<file path="src/rtl/mesi_pkg.sv">
package mesi_pkg;

  localparam int LINE_OFS = 6;

  typedef enum logic [1:0] {
    ST_I = 2'b00,
    ST_S = 2'b01,
    ST_E = 2'b10,
    ST_M = 2'b11
  } mesi_t;

  typedef enum logic [1:0] {
    SQ_IDLE   = 2'b00,
    SQ_FLUSH  = 2'b01,
    SQ_RELOAD = 2'b10
  } seq_t;

  typedef struct packed {
    logic  hit;
    logic  flush;
    logic  reload;
    mesi_t own_nxt;
    mesi_t peer_nxt;
  } act_t;

  // Outcome of one access given the requester's and the peer's copy.
  function automatic act_t mesi_decide(input logic we, input mesi_t own, input mesi_t peer);
    act_t a;
    a.hit      = 1'b0;
    a.flush    = 1'b0;
    a.reload   = 1'b0;
    a.own_nxt  = own;
    a.peer_nxt = peer;
    if (!we) begin
      if (own != ST_I) begin
        a.hit = 1'b1;
      end else begin
        a.reload = 1'b1;
        a.flush  = (peer == ST_M);
        if (peer == ST_I) begin
          a.own_nxt = ST_E;
        end else begin
          a.own_nxt  = ST_S;
          a.peer_nxt = ST_S;
        end
      end
    end else begin
      a.own_nxt  = ST_M;
      a.peer_nxt = ST_I;
      if (own != ST_I) begin
        a.hit = 1'b1;
      end else begin
        a.reload = 1'b1;
        a.flush  = (peer == ST_M);
      end
    end
    return a;
  endfunction

endpackage

</file>
<file path="src/rtl/mesi_state_table.sv">
module mesi_state_table
  import mesi_pkg::*;
#(
  parameter int LINE_W = 4
) (
  input  logic              clk,
  input  logic              rst_n,
  input  logic              wr_en,
  input  logic [LINE_W-1:0] wr_line,
  input  mesi_t             wr_state,
  input  logic [LINE_W-1:0] rd_line,
  output mesi_t             rd_state,
  input  logic [LINE_W-1:0] obs_line,
  output mesi_t             obs_state
);
  localparam int NLINES = 1 << LINE_W;

  mesi_t st_q [NLINES];

  always_ff @(posedge clk) begin
    if (!rst_n) begin
      for (int i = 0; i < NLINES; i++) st_q[i] <= ST_I;
    end else if (wr_en) begin
      st_q[wr_line] <= wr_state;
    end
  end

  assign rd_state  = st_q[rd_line];
  assign obs_state = st_q[obs_line];

endmodule

</file>
<file path="src/rtl/mesi_arbiter.sv">
module mesi_arbiter (
  input  logic busy,
  input  logic req0,
  input  logic req1,
  input  logic ack0,
  input  logic ack1,
  output logic grant0,
  output logic grant1
);
  logic elig0, elig1;

  // A request whose acknowledge is showing is already consumed.
  assign elig0  = req0 & ~ack0;
  assign elig1  = req1 & ~ack1;
  assign grant0 = ~busy & elig0;
  assign grant1 = ~busy & ~elig0 & elig1;

endmodule

</file>
<file path="src/rtl/mesi_seq.sv">
module mesi_seq
  import mesi_pkg::*;
#(
  parameter int LINE_W = 4
) (
  input  logic              clk,
  input  logic              rst_n,
  input  logic              grant0,
  input  logic              grant1,
  input  logic              we_sel,
  input  logic [LINE_W-1:0] sel_line,
  input  mesi_t             own_st,
  input  mesi_t             peer_st,
  input  logic              mem_ready,
  output logic              busy,
  output logic              wr_en,
  output logic [LINE_W-1:0] wr_line,
  output mesi_t             wr_st0,
  output mesi_t             wr_st1,
  output logic              ack0,
  output logic              ack1,
  output logic              hit0,
  output logic              hit1,
  output logic              cmd_valid,
  output logic              cmd_flush,
  output logic              cmd_core,
  output logic [LINE_W-1:0] cmd_line,
  output logic              ev_hit,
  output logic              ev_miss,
  output logic              ev_fshare
);
  seq_t              state;
  logic              cur_core;
  logic [LINE_W-1:0] cur_line;
  act_t              cur_act;
  act_t              act;
  act_t              use_act;
  logic              use_core;
  logic              granted;
  logic              done;

  assign granted = grant0 | grant1;
  assign act     = mesi_decide(we_sel, own_st, peer_st);
  assign done    = (state == SQ_RELOAD) && mem_ready;
  assign busy    = (state != SQ_IDLE);

  always_ff @(posedge clk) begin
    if (!rst_n) begin
      state    <= SQ_IDLE;
      cur_core <= 1'b0;
      cur_line <= '0;
      cur_act  <= '0;
      ack0     <= 1'b0;
      ack1     <= 1'b0;
      hit0     <= 1'b0;
      hit1     <= 1'b0;
    end else begin
      ack0 <= 1'b0;
      ack1 <= 1'b0;
      case (state)
        SQ_IDLE: begin
          if (granted) begin
            cur_core <= grant1;
            cur_line <= sel_line;
            cur_act  <= act;
            if (grant1) hit1 <= act.hit;
            else        hit0 <= act.hit;
            if (act.hit) begin
              if (grant1) ack1 <= 1'b1;
              else        ack0 <= 1'b1;
            end else begin
              state <= act.flush ? SQ_FLUSH : SQ_RELOAD;
            end
          end
        end
        SQ_FLUSH: begin
          if (mem_ready) state <= SQ_RELOAD;
        end
        SQ_RELOAD: begin
          if (mem_ready) begin
            state <= SQ_IDLE;
            if (cur_core) ack1 <= 1'b1;
            else          ack0 <= 1'b1;
          end
        end
        default: state <= SQ_IDLE;
      endcase
    end
  end

  // Both tables are written in the same cycle so the pair stays consistent.
  always_comb begin
    use_act  = done ? cur_act : act;
    use_core = done ? cur_core : grant1;
    wr_en    = ((state == SQ_IDLE) && granted && act.hit) || done;
    wr_line  = done ? cur_line : sel_line;
    wr_st0   = use_core ? use_act.peer_nxt : use_act.own_nxt;
    wr_st1   = use_core ? use_act.own_nxt  : use_act.peer_nxt;
  end

  assign cmd_valid = busy;
  assign cmd_flush = (state == SQ_FLUSH);
  assign cmd_core  = cmd_flush ? ~cur_core : cur_core;
  assign cmd_line  = cur_line;

  assign ev_hit    = (state == SQ_IDLE) && granted && act.hit;
  assign ev_miss   = (state == SQ_IDLE) && granted && !act.hit;
  assign ev_fshare = done && cur_act.flush;

endmodule

</file>
<file path="src/rtl/mesi_event_counters.sv">
module mesi_event_counters #(
  parameter int N_EV  = 3,
  parameter int CNT_W = 16
) (
  input  logic                       clk,
  input  logic                       rst_n,
  input  logic [N_EV-1:0]            ev,
  output logic [N_EV-1:0][CNT_W-1:0] cnt
);
  for (genvar g = 0; g < N_EV; g++) begin : g_cnt
    always_ff @(posedge clk) begin
      if (!rst_n)     cnt[g] <= '0;
      else if (ev[g]) cnt[g] <= cnt[g] + 1'b1;
    end
  end

endmodule

</file>
<file path="src/rtl/mesi_dual_ctrl.sv">
module mesi_dual_ctrl
  import mesi_pkg::*;
#(
  parameter int ADDR_W = 10,
  parameter int CNT_W  = 16
) (
  input  logic                     clk,
  input  logic                     rst_n,
  input  logic                     c0_req,
  input  logic                     c0_we,
  input  logic [ADDR_W-1:0]        c0_addr,
  output logic                     c0_ack,
  output logic                     c0_hit,
  input  logic                     c1_req,
  input  logic                     c1_we,
  input  logic [ADDR_W-1:0]        c1_addr,
  output logic                     c1_ack,
  output logic                     c1_hit,
  output logic                     mem_cmd_valid,
  output logic                     mem_cmd_flush,
  output logic                     mem_cmd_core,
  output logic [ADDR_W-LINE_OFS-1:0] mem_cmd_line,
  input  logic                     mem_ready,
  output logic [CNT_W-1:0]         hit_count,
  output logic [CNT_W-1:0]         miss_count,
  output logic [CNT_W-1:0]         fshare_count,
  input  logic [ADDR_W-LINE_OFS-1:0] obs_line,
  output logic [1:0]               obs_state0,
  output logic [1:0]               obs_state1
);
  localparam int LINE_W = ADDR_W - LINE_OFS;
  localparam int N_EV   = 3;

  function automatic logic [LINE_W-1:0] line_of(input logic [ADDR_W-1:0] a);
    return a[ADDR_W-1:LINE_OFS];
  endfunction

  logic              grant0, grant1, busy;
  logic [LINE_W-1:0] line0, line1, sel_line;
  logic              we_sel;
  mesi_t             rd_st  [2];
  mesi_t             obs_st [2];
  mesi_t             wr_st  [2];
  mesi_t             own_st, peer_st;
  logic              wr_en;
  logic [LINE_W-1:0] wr_line;
  logic              ev_hit, ev_miss, ev_fshare;
  logic [N_EV-1:0][CNT_W-1:0] cnt;

  assign line0    = line_of(c0_addr);
  assign line1    = line_of(c1_addr);
  assign sel_line = grant1 ? line1 : line0;
  assign we_sel   = grant1 ? c1_we : c0_we;
  assign own_st   = grant1 ? rd_st[1] : rd_st[0];
  assign peer_st  = grant1 ? rd_st[0] : rd_st[1];

  mesi_arbiter u_arb (
    .busy   (busy),
    .req0   (c0_req),
    .req1   (c1_req),
    .ack0   (c0_ack),
    .ack1   (c1_ack),
    .grant0 (grant0),
    .grant1 (grant1)
  );

  for (genvar g = 0; g < 2; g++) begin : g_core
    mesi_state_table #(.LINE_W(LINE_W)) u_tbl (
      .clk       (clk),
      .rst_n     (rst_n),
      .wr_en     (wr_en),
      .wr_line   (wr_line),
      .wr_state  (wr_st[g]),
      .rd_line   (sel_line),
      .rd_state  (rd_st[g]),
      .obs_line  (obs_line),
      .obs_state (obs_st[g])
    );
  end

  mesi_seq #(.LINE_W(LINE_W)) u_seq (
    .clk       (clk),
    .rst_n     (rst_n),
    .grant0    (grant0),
    .grant1    (grant1),
    .we_sel    (we_sel),
    .sel_line  (sel_line),
    .own_st    (own_st),
    .peer_st   (peer_st),
    .mem_ready (mem_ready),
    .busy      (busy),
    .wr_en     (wr_en),
    .wr_line   (wr_line),
    .wr_st0    (wr_st[0]),
    .wr_st1    (wr_st[1]),
    .ack0      (c0_ack),
    .ack1      (c1_ack),
    .hit0      (c0_hit),
    .hit1      (c1_hit),
    .cmd_valid (mem_cmd_valid),
    .cmd_flush (mem_cmd_flush),
    .cmd_core  (mem_cmd_core),
    .cmd_line  (mem_cmd_line),
    .ev_hit    (ev_hit),
    .ev_miss   (ev_miss),
    .ev_fshare (ev_fshare)
  );

  mesi_event_counters #(.N_EV(N_EV), .CNT_W(CNT_W)) u_cnt (
    .clk   (clk),
    .rst_n (rst_n),
    .ev    ({ev_fshare, ev_miss, ev_hit}),
    .cnt   (cnt)
  );

  assign hit_count    = cnt[0];
  assign miss_count   = cnt[1];
  assign fshare_count = cnt[2];
  assign obs_state0   = obs_st[0];
  assign obs_state1   = obs_st[1];

endmodule

</file>
<file path="config.mk">
export PLATFORM = sky130hd
export DESIGN_NAME = mesi_dual_ctrl
export DESIGN_NICKNAME = d
export VERILOG_FILES = /design/src/rtl/mesi_pkg.sv /design/src/rtl/mesi_state_table.sv /design/src/rtl/mesi_arbiter.sv /design/src/rtl/mesi_seq.sv /design/src/rtl/mesi_event_counters.sv /design/src/rtl/mesi_dual_ctrl.sv
export SDC_FILE = /design/constraint.sdc
export NUM_CORES = 1
export LEC_CHECK = 0
export BUFFER_PORTS_ARGS = -buffer_cell sky130_fd_sc_hd__buf_4
export CAP_MARGIN = 20
export CORE_UTILIZATION = 40
export CTS_CLUSTER_DIAMETER = 150
export DETAILED_ROUTE_END_ITERATION = 10
export GPL_TIMING_DRIVEN = 0
export SLEW_MARGIN = 20
export SYNTH_ARGS = -nofsm -noshare
export SYNTH_HDL_FRONTEND = slang
export SYNTH_SLANG_ARGS = --single-unit
</file>
<file path="constraint.sdc">
create_clock -name clk -period 9.3 [get_ports clk]
set_input_delay 0.93 -clock clk [delete_from_list [all_inputs] [get_ports clk]]
set_output_delay 0.93 -clock clk [all_outputs]
set_load 0.005 [all_outputs]
</file>
==> results of run 1 <==
[worst register-to-register path, cell delays in order (launching register included)]
cell,delay [ns]
sky130_fd_sc_hd__dfxtp_1,0.31
sky130_fd_sc_hd__buf_6,0.13
sky130_fd_sc_hd__nor4b_4,0.74
sky130_fd_sc_hd__nand2_4,0.13
sky130_fd_sc_hd__a21oi_1,0.75
sky130_fd_sc_hd__nor2_1,0.12
sky130_fd_sc_hd__a32o_1,0.27
sky130_fd_sc_hd__o22a_1,0.31
sky130_fd_sc_hd__a21o_1,0.30
sky130_fd_sc_hd__o22ai_1,0.28
sky130_fd_sc_hd__nand2_1,0.23
sky130_fd_sc_hd__clkbuf_1,0.27
sky130_fd_sc_hd__o21ai_0,0.50
[cell families (layout without fill, tap and decap cells)]
family / count (synthesis) / after routing
AO/OA/AOI/OAI: 211 / 211
XOR/XNOR: 22 / 22
adder cells (fa/ha/maj): 3 / 3
buffers and inverters: 75 / 185
flip-flops: 128 / 128
multiplexers: 40 / 40
AND/OR/NAND/NOR: 382 / 382
[flip-flops by register name (all words and copies together), names as in the netlist]
register	count
u_seq.hit0	1
u_seq.cur_act	5
u_cnt.cnt	48
u_seq.ack1	1
u_seq.cur_core	1
g_core.u_tbl.st_q	64
u_seq.cmd_line	4
u_seq.hit1	1
u_seq.ack0	1
u_seq.state	2
[final cells by class]
| class | instances | area share |
|---|---|---|
| clock buffers | 18 | 0.04673 |
| well taps | 265 | 0.03528 |
| clock inverters | 14 | 0.01558 |
| inverters | 15 | 0.005991 |
| multi-input cells | 658 | 0.4593 |
| flip-flops and latches | 128 | 0.3408 |
| plain buffers | 60 | 0.03395 |
| repair buffers | 78 | 0.06231 |
[path summary, 6_finish.rpt]
kind / startpoint / end / slack [ns] / depth (start not counted)
max: c1_req / g_core[0].u_tbl.st_q[14][1] / 4.52 / 12
min: u_seq.hit0 / u_seq.hit0 / 0.46 / 2
max reg2reg: u_seq.state[0] / g_core[0].u_tbl.st_q[14][1] / 4.61 / 12
min reg2reg: u_seq.hit0 / u_seq.hit0 / 0.46 / 2
[power by group]
group	leakage, nW	total, mW	internal, mW	switching (mW)
sequential	1.18	0.678	0.633	0.0449
clock	0.290	0.662	0.383	0.278
combinational	2.01	0.632	0.217	0.415
total	3.48	1.97	1.23	0.738
[through the flow]
step | hold WS (ns) | util | power [mW]
finish | 0.4636 | 0.4845 | 1.972
global route | 0.4825 | 0.4845 | 2.046
global placement | 0.4458 | 0.4543 | 1.306
CTS | 0.4651 | 0.4845 | 1.968
floorplan | 0.4417 | - | 1.086
detailed placement | 0.4563 | 0.4543 | 1.306
[cell usage after synthesis (4+ instances only)]
library cell               number
sky130_fd_sc_hd__clkbuf_1      30
sky130_fd_sc_hd__xor2_1        15
sky130_fd_sc_hd__and3_1        18
sky130_fd_sc_hd__a311oi_1       5
sky130_fd_sc_hd__and2_1         6
sky130_fd_sc_hd__a31oi_1        9
sky130_fd_sc_hd__a32oi_1        6
sky130_fd_sc_hd__o221ai_1       4
sky130_fd_sc_hd__nor3_1        41
sky130_fd_sc_hd__a211o_1        4
sky130_fd_sc_hd__o21ai_1        4
sky130_fd_sc_hd__buf_1          5
sky130_fd_sc_hd__nor4_1        17
sky130_fd_sc_hd__nor2_1       103
sky130_fd_sc_hd__o211ai_1       4
sky130_fd_sc_hd__or3_1         20
sky130_fd_sc_hd__nand3_1       33
sky130_fd_sc_hd__a22oi_1        8
sky130_fd_sc_hd__edfxtp_1      64
sky130_fd_sc_hd__a21oi_1       52
sky130_fd_sc_hd__buf_6          8
sky130_fd_sc_hd__nor3_2         5
sky130_fd_sc_hd__or4_1          6
sky130_fd_sc_hd__o21ai_0       44
sky130_fd_sc_hd__mux4_2        21
sky130_fd_sc_hd__xnor2_1        7
sky130_fd_sc_hd__inv_1         14
sky130_fd_sc_hd__mux2i_1       15
sky130_fd_sc_hd__a211oi_1      24
sky130_fd_sc_hd__buf_4          5
sky130_fd_sc_hd__o211a_1        4
sky130_fd_sc_hd__nand2b_1      23
sky130_fd_sc_hd__nand2_1       79
sky130_fd_sc_hd__buf_2         12
sky130_fd_sc_hd__dfxtp_1       64
sky130_fd_sc_hd__nand4_1        9
sky130_fd_sc_hd__o31ai_1        4
[routing by layer]
layer  part of all wire  routed length (um)
met1               0.44               11530
met3              0.098                2542
met5                  0                   0
met2               0.44               11460
met4              0.018                 471
==> reports/qor.tcl, run 1 <==
set qor(path_buf_inv) 2
set qor(grt_use_total) 0.2592
set qor(synth_enable_flop_cells) 64
set qor(hold_class) {reg -> reg}
set qor(worst_path_dominant_cell_family) {compound AO/OA/AOI/OAI gates}
set qor(drtPass1Iterations) 8
set qor(crit_chain) {buf_4 -> nor4b_4 -> nand2_4 -> a21oi_1 -> nor2_1 -> a32o_1 -> o22a_1 -> a21o_1 -> o22ai_1 -> nand2_1 -> clkbuf_1 -> o21ai_0}
set qor(preCtsSetupSlack_ns) 4.124
set qor(ctsLongestPathBuffers) 2
set qor(drive_above_1_share) 0.1905
set qor(ys_ff_latch) 128
set qor(final_antenna_net_count) 0
set qor(post-route-drc-count) 0
set qor(power.ir.vdd_worst_uv) 133.9
set qor(clock_input_transition_at_the_sequential_cells_of_the_worst_setup_and_hold_paths_ns) 0.06
set qor(max_slew.worst_pin.slew_ns) 0.9415
set qor(total_setup_violations_reported_at_the_end_of_the_flow) 0
set qor(maxClockFrequency_mhz) 209.4
set qor(place_congestion) 0.9689
set qor(totalNegativeSetupSlack_ns) 0
set qor(fp.dieArea_um2) 20300
set qor(critPathMaxStageDelay_ns) 0.75
set qor(grt_util_met1) 0.3709
set qor(cts_max_level) 4
set qor(vias_after_detailed_routing) 7390
set qor(powerDensity_nw_per_um2) 209.8
set qor(synth_adder_area_share) 0.004754
set qor(max_slew_margin) 0.3675
set qor(report.final.slew_viol_count) 0
set qor(final.fill_count) 1908
set qor(number_of_drc_markers_in_iteration_0) 799
set qor(finalWorstPathRequiredPeriod_ns) 4.776
set qor(startpoint_type) {input port}
set qor(drt-vias-per-instance) 5.979
set qor(synth.largest_area_cell) {sky130_fd_sc_hd__edfxtp_1}
set qor(layout.cells.most_common) {sky130_fd_sc_hd__nor2_1}
set qor(grt-ovfl-total) 0
set qor(placedCellCount) 1204
set qor(cts_hold_buf) 0
set qor(cts.sink_count) 128
set qor(timing.final.hold_violations) 0
set qor(post_cts_resized) 0
set qor(initial_utilization) 0.4070
set qor(num_rows) 51
set qor(latest_clock_arrival_within_the_worst_skew_pair_ns) 0.43
set qor(synth.yosys.warnings) 0
set qor(first_global_vias) 6523
set qor(crit_path_max_fanout) 10
set qor(cts_setup_buffers) 0
set qor(boundaryPins) 94
set qor(static_leakage_nw) 3.476
set qor(tritoncts.num_buffers) 17
set qor(synth_xor_area_frac) 0.02441
set qor(yosys-mux-area-fraction) 0.08463
set qor(global_route.usage.met3) 0.06965
set qor(layout.cells.most_common_list) {sky130_fd_sc_hd__nor2_1 (103), sky130_fd_sc_hd__buf_4 (83), sky130_fd_sc_hd__nand2_1 (79)}
set qor(dpl_cell_area_um2) 8812
set qor(worst_ep_arrival_time_ns) 4.84
set qor(die_w_um) 142.5
set qor(grt_antenna_before_repair) 0
set qor(dpl.hpwl_mm) 19.50
set qor(grt_start_max_net_pins) 17
set qor(layout.cells.non_filler) 1236
set qor(maxCapViolations) 0
set qor(global_route.usage.met2) 0.3821
set qor(avgSynthCellArea_um2) 9.170
set qor(synth-seq-area-share) 0.4057
set qor(multiInputGateArea_um2) 4317
set qor(main_area_contributors_after_synthesis) {sky130_fd_sc_hd__edfxtp_1 (24%), sky130_fd_sc_hd__dfxtp_1 (16%), sky130_fd_sc_hd__mux4_2 (6.0%)}
set qor(cts_root_buffer) {sky130_fd_sc_hd__clkbuf_16}
set qor(postSynthCellCount) 861
set qor(compound_cell_area_share_of_the_yosys_netlist) 0.1843
set qor(coreArea_um2) 19400
set qor(area_growth_pct) 19.03
set qor(num-nets-final) 992
set qor(worst_path_max_delay_cell) {sky130_fd_sc_hd__a21oi_1}
set qor(synth_nets) 895
set qor(stdcell_area_um2) 9398
set qor(synth_cell_type_count) 82
set qor(setup_slack_ns) 4.524
set qor(regArea_um2) 3203
set qor(yosysTopAreaCellShare) 0.2434
set qor(async_flop_share) 0
set qor(synthesized_area_fraction_occupied_by_and_or_nand_nor_cells) 0.2487
set qor(die_height_um) 142.5
set qor(wl_per_cell_um) 21.04
set qor(endpoint_kind) {flip-flop}
set qor(cts_tree) {built}
set qor(top_usage_layer) {met2}
set qor(global_route_wire_length_before_repair_mm) 38.72
set qor(path_class) {in -> reg}
set qor(final.period_utilization) 0.5135
set qor(status) {finished clean}
set qor(synth_flop_cell) {sky130_fd_sc_hd__edfxtp_1}
set qor(antenna-diode-count) 0
set qor(wirelength_mm) 26.01
set qor(netlist_area_um2) 7895
set qor(worst_ep_required_time_ns) 9.36
set qor(timing.clock.skew_ns) 0.01275
set qor(portBuffers) 78
set qor(grt_setup_unrepaired) {false}
set qor(synth_top_family_by_area) {simple AND/OR/NAND/NOR gates}
(Power assumes the default switching activity.)
==> run 2, diff against run 1 <==
--- a/config.mk
+++ b/config.mk
@@ -5,6 +5,7 @@
 export SDC_FILE = /design/constraint.sdc
 export NUM_CORES = 1
 export LEC_CHECK = 0
+export ABC_AREA = 1
 export BUFFER_PORTS_ARGS = -buffer_cell sky130_fd_sc_hd__buf_4
 export CAP_MARGIN = 20
 export CORE_UTILIZATION = 40
==> constraint.sdc (replaced) <==
create_clock -name clk -period 4.8 [get_ports clk]
set_input_delay 0.48 -clock clk [delete_from_list [all_inputs] [get_ports clk]]
set_output_delay 0.48 -clock clk [all_outputs]
set_load 0.005 [all_outputs]
==> run 2 against run 1 <==
Against the previous run: routed wire length decreased by 17%; count of clock-buffer cells in the layout increased by 6; flip-flop and latch count unchanged; global-route usage decreased by 1.7 points; register-to-register slack got worse by 3.3 ns; synthesized cell count increased by 11%; total power increased by 93%; sequential share of layout area increased by 3.4 points; final cell count increased by 4.1%; via count decreased by 7.9%; non-clock buffer count decreased by 19; critical endpoint is now g_core[0].u_tbl.st_q[0][0].
==> reports/qor.tcl, run 2 <==
set qor(global_route_wire_length_before_repair_mm) 33.43
set qor(synth_flop_cell) {sky130_fd_sc_hd__edfxtp_1}
set qor(drive_above_1_share) 0.1431
set qor(power.ir.vdd_worst_uv) 285.8
set qor(coreArea_um2) 17360
set qor(reg.largest.list) {g_core.u_tbl.st_q (64), u_cnt.cnt (48), u_seq.cur_act (5)}
set qor(clock_input_transition_at_the_sequential_cells_of_the_worst_setup_and_hold_paths_ns) 0.06
set qor(static_leakage_nw) 3.507
set qor(total_setup_violations_reported_at_the_end_of_the_flow) 0
set qor(first_global_vias) 6035
set qor(num-nets-final) 1085
set qor(area_growth_pct) 19.61
set qor(vias_after_detailed_routing) 6809
set qor(netlist_area_um2) 7153
set qor(yosysTopAreaCellShare) 0.2687
set qor(timing.clock.skew_ns) 0.01009
set qor(latest_clock_arrival_within_the_worst_skew_pair_ns) 0.42
set qor(cts_hold_buf) 0
set qor(maxClockFrequency_mhz) 285.4
set qor(synth-seq-area-share) 0.4478
set qor(grt_antenna_before_repair) 0
set qor(portBuffers) 78
set qor(path_class) {reg -> reg}
set qor(dpl.hpwl_mm) 16.11
set qor(largest_register) {g_core.u_tbl.st_q}
set qor(startpoint_type) {flip-flop}
set qor(cts_root_buffer) {sky130_fd_sc_hd__clkbuf_16}
set qor(synth.largest_area_cell) {sky130_fd_sc_hd__edfxtp_1}
set qor(wirelength_mm) 21.49
set qor(grt_use_total) 0.2418
set qor(synth.yosys.warnings) 0
set qor(maxCapViolations) 0
set qor(synth_nets) 988
set qor(final.fill_count) 1745
set qor(num_rows) 48
set qor(grt_start_max_net_pins) 17
set qor(totalNegativeSetupSlack_ns) 0
set qor(layout.cells.most_common_list) {sky130_fd_sc_hd__nand2_1 (194), sky130_fd_sc_hd__inv_1 (112), sky130_fd_sc_hd__a21oi_1 (108)}
set qor(stdcell_area_um2) 8556
set qor(endpoint_kind) {flip-flop}
set qor(final.period_utilization) 0.7300
set qor(cts_max_level) 4
set qor(layout.cells.most_common) {sky130_fd_sc_hd__nand2_1}
set qor(post-synth-top-count-cell) {sky130_fd_sc_hd__nand2_1}
set qor(timing.final.hold_violations) 0
set qor(status) {finished clean}
set qor(cts.sink_count) 128
set qor(final_total_power_mw) 3.812
set qor(max_slew.worst_pin.slew_ns) 0.7161
set qor(post-route-drc-count) 0
set qor(post-route-util) 0.4929
set qor(fp.dieArea_um2) 18420
set qor(wl_per_cell_um) 16.70
set qor(tritoncts.num_buffers) 17
set qor(final_antenna_net_count) 0
set qor(avgSynthCellArea_um2) 7.498
set qor(die_height_um) 135.7
set qor(post_cts_resized) 0
set qor(flip_flop_count_of_the_largest_register_after_layout) 64
set qor(die_w_um) 135.7
set qor(cts_tree) {built}
set qor(ctsLongestPathBuffers) 2
set qor(cts_setup_buffers) 0
set qor(finalWorstPathRequiredPeriod_ns) 3.504
set qor(postSynthCellCount) 954
set qor(synth_enable_flop_cells) 64
set qor(synth.cells.most_frequent) {sky130_fd_sc_hd__nand2_1 (194), sky130_fd_sc_hd__inv_1 (112), sky130_fd_sc_hd__a21oi_1 (108), sky130_fd_sc_hd__nand3_1 (106), sky130_fd_sc_hd__nor2_1 (84)}
set qor(crit_path_max_fanout) 10
set qor(boundaryPins) 94
set qor(grt-ovfl-total) 0
set qor(worst_ep_required_time_ns) 4.96
set qor(main_area_contributors_after_synthesis) {sky130_fd_sc_hd__edfxtp_1 (27%), sky130_fd_sc_hd__dfxtp_1 (18%), sky130_fd_sc_hd__nand2_1 (10%)}
set qor(report.final.slew_viol_count) 0
set qor(grt_setup_unrepaired) {false}
set qor(async_flop_share) 0
set qor(dpl_cell_area_um2) 8020
set qor(hold_class) {in -> reg}
set qor(antenna-diode-count) 0
set qor(place_congestion) 0.9557
set qor(worst_ep_arrival_time_ns) 3.66
set qor(drtPass1Iterations) 6
set qor(number_of_drc_markers_in_iteration_0) 759
set qor(powerDensity_nw_per_um2) 445.5
set qor(synth_cell_type_count) 42
set qor(initial_utilization) 0.4121
set qor(drt-vias-per-instance) 5.291
set qor(max_slew_margin) 0.5205
set qor(ys_ff_latch) 128
-- run 2: final cells by class --
class,count,area [um^2],area share
multi-input combinational,669,3317,0.3877
clock buffer,24,503.0,0.05879
clock inverter,6,32.53,0.003802
tap,225,281.5,0.03290
sequential,128,3203,0.3744
timing repair buffer,78,585.6,0.06844
buffer,41,197.7,0.02311
inverter,116,435.4,0.05089
-- run 2: kinds of logic after synthesis --
logic type / after synthesis / synth area share
AND/OR/NAND/NOR: 456 / 0.2886
AO/OA/AOI/OAI: 190 / 0.1440
buffers and inverters: 157 / 0.08851
flip-flops: 128 / 0.4478
XOR/XNOR: 12 / 0.01469
multiplexers: 8 / 0.01120
adder cells (fa/ha/maj): 3 / 0.005248
-- run 2: critical path, cell delays in order, from the launching register on --
cell	delay (ns)
sky130_fd_sc_hd__dfxtp_1	0.36
sky130_fd_sc_hd__nor2_4	0.18
sky130_fd_sc_hd__nand3_4	0.15
sky130_fd_sc_hd__o21ai_4	0.33
sky130_fd_sc_hd__buf_2	0.36
sky130_fd_sc_hd__nand3_1	0.12
sky130_fd_sc_hd__nand3_1	0.10
sky130_fd_sc_hd__nand3_1	0.18
sky130_fd_sc_hd__nand3_1	0.15
sky130_fd_sc_hd__nand2_2	0.10
sky130_fd_sc_hd__nand3_1	0.14
sky130_fd_sc_hd__nand2_1	0.12
sky130_fd_sc_hd__nand3_1	0.11
sky130_fd_sc_hd__nand3_1	0.08
sky130_fd_sc_hd__nand2_1	0.33
sky130_fd_sc_hd__buf_2	0.35
sky130_fd_sc_hd__nor2_1	0.07
-- run 2: per-stage QoR --
stage | instances | hold slack [ns] | setup slack [ns]
5_1_grt | 1287 | 0.4100 | 0.9462
6_report | 1287 | 0.3799 | 1.296
3_5_place_dp | 1257 | 0.4628 | 1.130
2_1_floorplan | 954 | 0.4441 | 2.009
4_1_cts | 1287 | 0.3720 | 1.329
3_3_place_gp | 1257 | 0.4671 | 1.142
-- run 2: path summary, 6_finish.rpt --
check | from | endpoint | slack (ns) | depth (start not counted)
min reg2reg | u_seq.hit1 | u_seq.hit1 | 0.48 | 2
max reg2reg | u_seq.state[1] | g_core[0].u_tbl.st_q[0][0] | 1.30 | 16
max | u_seq.state[1] | g_core[0].u_tbl.st_q[0][0] | 1.30 | 16
min | mem_ready | u_seq.state[0] | 0.38 | 4
-- run 2: metal layers --
layer / GRT usage / wire [um] / vias up
met5: 0 / 0 / -
met4: 0.08677 / 371 / 0
met3: 0.04976 / 1890 / 27
met2: 0.3387 / 8942 / 284
met1: 0.3616 / 10290 / 3088
li1: - / - / 3410
-- run 2: where the power goes --
group	internal (mW)	switching, mW
sequential	1.27	0.0810
combinational	0.375	0.916
clock	0.722	0.452
total	2.36	1.45
==> run 3, diff against run 2 <==
--- a/config.mk
+++ b/config.mk
@@ -5,7 +5,7 @@
 export SDC_FILE = /design/constraint.sdc
 export NUM_CORES = 1
 export LEC_CHECK = 0
-export ABC_AREA = 1
+export ABC_AREA = 0
 export BUFFER_PORTS_ARGS = -buffer_cell sky130_fd_sc_hd__buf_4
 export CAP_MARGIN = 20
 export CORE_UTILIZATION = 40
==> constraint.sdc (replaced) <==
create_clock -name clk -period 3.3 [get_ports clk]
set_input_delay 0.33 -clock clk [delete_from_list [all_inputs] [get_ports clk]]
set_output_delay 0.33 -clock clk [all_outputs]
set_load 0.005 [all_outputs]
==> run 3 against run 2 <==
Against the previous run: the run now ends with setup timing left; critical path depth unchanged; register-to-register slack got worse by 1.7 ns; global-route usage increased by 4.1 points; routed wire length increased by 34%; total power increased by 73%; first-iteration DRC count increased by 23%; critical endpoint is now g_core[1].u_tbl.st_q[8][0]; design area increased by 30%; flip-flop and latch count unchanged; sequential share of layout area decreased by 8.7 points; largest power group is now combinational cells; via count increased by 19%; sequential power increased by 42%.
==> reports/qor.tcl, run 3 (same netlist as run 1, synthesis figures left out) <==
set qor(layout.cells.most_common_list) {sky130_fd_sc_hd__buf_4 (139), sky130_fd_sc_hd__nor2_1 (86), sky130_fd_sc_hd__nand2_1 (65)}
set qor(max_slew.worst_pin.slew_ns) 1.052
set qor(setup_slack_ns) -0.3551
set qor(fp.dieArea_um2) 20300
set qor(crit_path_max_fanout) 8
set qor(failed_checks) {setup timing}
set qor(tritoncts.num_buffers) 17
set qor(cts_max_level) 4
set qor(cts_hold_buf) 0
set qor(finalWorstPathRequiredPeriod_ns) 3.655
set qor(dpl.hpwl_mm) 19.65
set qor(first_global_vias) 7381
set qor(static_leakage_nw) 4.204
set qor(final_total_power_mw) 6.592
set qor(path_class) {reg -> reg}
set qor(placedCellCount) 1204
set qor(die_height_um) 142.5
set qor(initial_utilization) 0.4070
set qor(maxClockFrequency_mhz) 273.6
set qor(max_slew_margin) 0.2990
set qor(grt_start_max_net_pins) 17
set qor(area_growth_pct) 41.41
set qor(worst_ep_arrival_time_ns) 3.78
set qor(number_of_drc_markers_in_iteration_0) 934
set qor(worst-r2r-cell-count) 16
set qor(timing.clock.skew_ns) 0.01859
set qor(grt_setup_unrepaired) {true}
set qor(layout.cells.most_common) {sky130_fd_sc_hd__buf_4}
set qor(timing.final.hold_violations) 0
set qor(antenna-diode-count) 0
set qor(global_route_wire_length_before_repair_mm) 43.01
set qor(final.period_utilization) 1.108
set qor(vias_after_detailed_routing) 8083
set qor(endpoint_kind) {flip-flop}
set qor(reg.largest.list) {g_core.u_tbl.st_q (64), u_cnt.cnt (48), u_seq.cur_act (5)}
set qor(worst_ep_required_time_ns) 3.43
set qor(timing.hold.worst_path_depth) 3
set qor(report.final.slew_viol_count) 0
set qor(post-route-drc-count) 0
set qor(num_rows) 51
set qor(maxCapViolations) 0
set qor(wl_per_cell_um) 21.85
set qor(final.fill_count) 1715
set qor(power.ir.vdd_worst_uv) 392.2
set qor(dpl_cell_area_um2) 8904
set qor(stdcell_area_um2) 11160
set qor(startpoint_type) {flip-flop}
set qor(hold_class) {in -> reg}
set qor(drt-vias-per-instance) 6.114
set qor(grt-ovfl-total) 0
set qor(powerDensity_nw_per_um2) 590.5
set qor(grt_antenna_before_repair) 0
set qor(largest_register) {g_core.u_tbl.st_q}
set qor(clock_input_transition_at_the_sequential_cells_of_the_worst_setup_and_hold_paths_ns) 0.06
set qor(latest_clock_arrival_within_the_worst_skew_pair_ns) 0.43
set qor(cts_tree) {built}
set qor(layout.cells.non_filler) 1322
set qor(flip_flop_count_of_the_largest_register_after_layout) 64
set qor(total_setup_violations_reported_at_the_end_of_the_flow) 146
set qor(ctsLongestPathBuffers) 2
set qor(boundaryPins) 94
set qor(drtPass1Iterations) 7
set qor(num-nets-final) 1078
set qor(wirelength_mm) 28.89
set qor(coreArea_um2) 19400
set qor(status) {finished, violations left}
set qor(grt_use_total) 0.2824
set qor(final_antenna_net_count) 0
set qor(place_congestion) 0.9545
set qor(portBuffers) 78
set qor(cts_root_buffer) {sky130_fd_sc_hd__clkbuf_16}
set qor(die_w_um) 142.5
set qor(drive_above_1_share) 0.3813
set qor(cts.sink_count) 128
## run 3: metrics by stage
step,setup slack (ns),utilization,hold slack (ns),setup TNS (ns)
after floorplan,-0.08001,-,0.4417,-1.477
after global placement,-0.9502,0.4590,0.4451,-115.03
after detailed placement,-0.9513,0.4590,0.4500,-118.52
after CTS,-0.2841,0.5507,0.2528,-27.92
after global routing,-0.4066,0.5755,0.3035,-44.49
final,-0.3551,0.5755,0.2830,-35.97
## run 3: area by class of cell
| class | instances | area [um^2] | share of cell area |
|---|---|---|---|
| timing repair buffer | 167 | 1439 | 0.1289 |
| sequential | 128 | 3211 | 0.2876 |
| clock buffer | 19 | 464.2 | 0.04158 |
| clock inverter | 13 | 123.9 | 0.01109 |
| multi-input combinational | 659 | 5121 | 0.4587 |
| tap | 265 | 331.6 | 0.02970 |
| inverter | 15 | 56.30 | 0.005043 |
| buffer | 56 | 417.9 | 0.03743 |
## run 3: worst paths after layout
| kind | start | endpoint | slack, ns |
|---|---|---|---|
| worst max-delay path | u_seq.state[1] | g_core[1].u_tbl.st_q[8][0] | -0.36 |
| worst min-delay path | mem_ready | u_seq.state[0] | 0.28 |
| worst max register to register | u_seq.state[1] | g_core[1].u_tbl.st_q[8][0] | -0.36 |
| worst min register to register | u_seq.hit0 | u_seq.hit0 | 0.45 |
## run 3: report_power, final
group / internal (mW) / leakage, nW / switching (mW) / total [mW]
clock: 1.11 / 0.288 / 0.770 / 1.88
combinational: 1.21 / 2.73 / 1.59 / 2.79
sequential: 1.79 / 1.18 / 0.132 / 1.92
total: 4.10 / 4.20 / 2.49 / 6.59
## run 3: timing repair
item	4_1_cts	5_1_grt
cloned	5	1
gates resized for setup	142	80
buffers inserted	65	21
pin swaps	47	38
endpoints found under the setup margin	166	162
## run 3: critical path, cell delays in order, from the launching register on
cell and delay, ns:
sky130_fd_sc_hd__dfxtp_4 0.36, sky130_fd_sc_hd__or4b_4 0.54, sky130_fd_sc_hd__buf_8 0.16, sky130_fd_sc_hd__o21ai_4 0.20, sky130_fd_sc_hd__nand2_4 0.12, sky130_fd_sc_hd__buf_8 0.16, sky130_fd_sc_hd__buf_12 0.12, sky130_fd_sc_hd__mux2i_2 0.21
sky130_fd_sc_hd__a21oi_1 0.12, sky130_fd_sc_hd__a221o_1 0.38, sky130_fd_sc_hd__buf_4 0.17, sky130_fd_sc_hd__a211oi_4 0.18, sky130_fd_sc_hd__o21ai_2 0.12, sky130_fd_sc_hd__a32oi_4 0.20, sky130_fd_sc_hd__buf_12 0.16, sky130_fd_sc_hd__buf_8 0.11
sky130_fd_sc_hd__nor3_1 0.04
## run 3: routing by layer
metal | GRT usage | routed length [um] | vias to the layer above
li1 | - | - | 3621
met4 | 0.09508 | 951 | 0
met1 | 0.3956 | 12210 | 3906
met3 | 0.06427 | 2882 | 83
met5 | 0 | 0 | -
met2 | 0.4272 | 12850 | 473
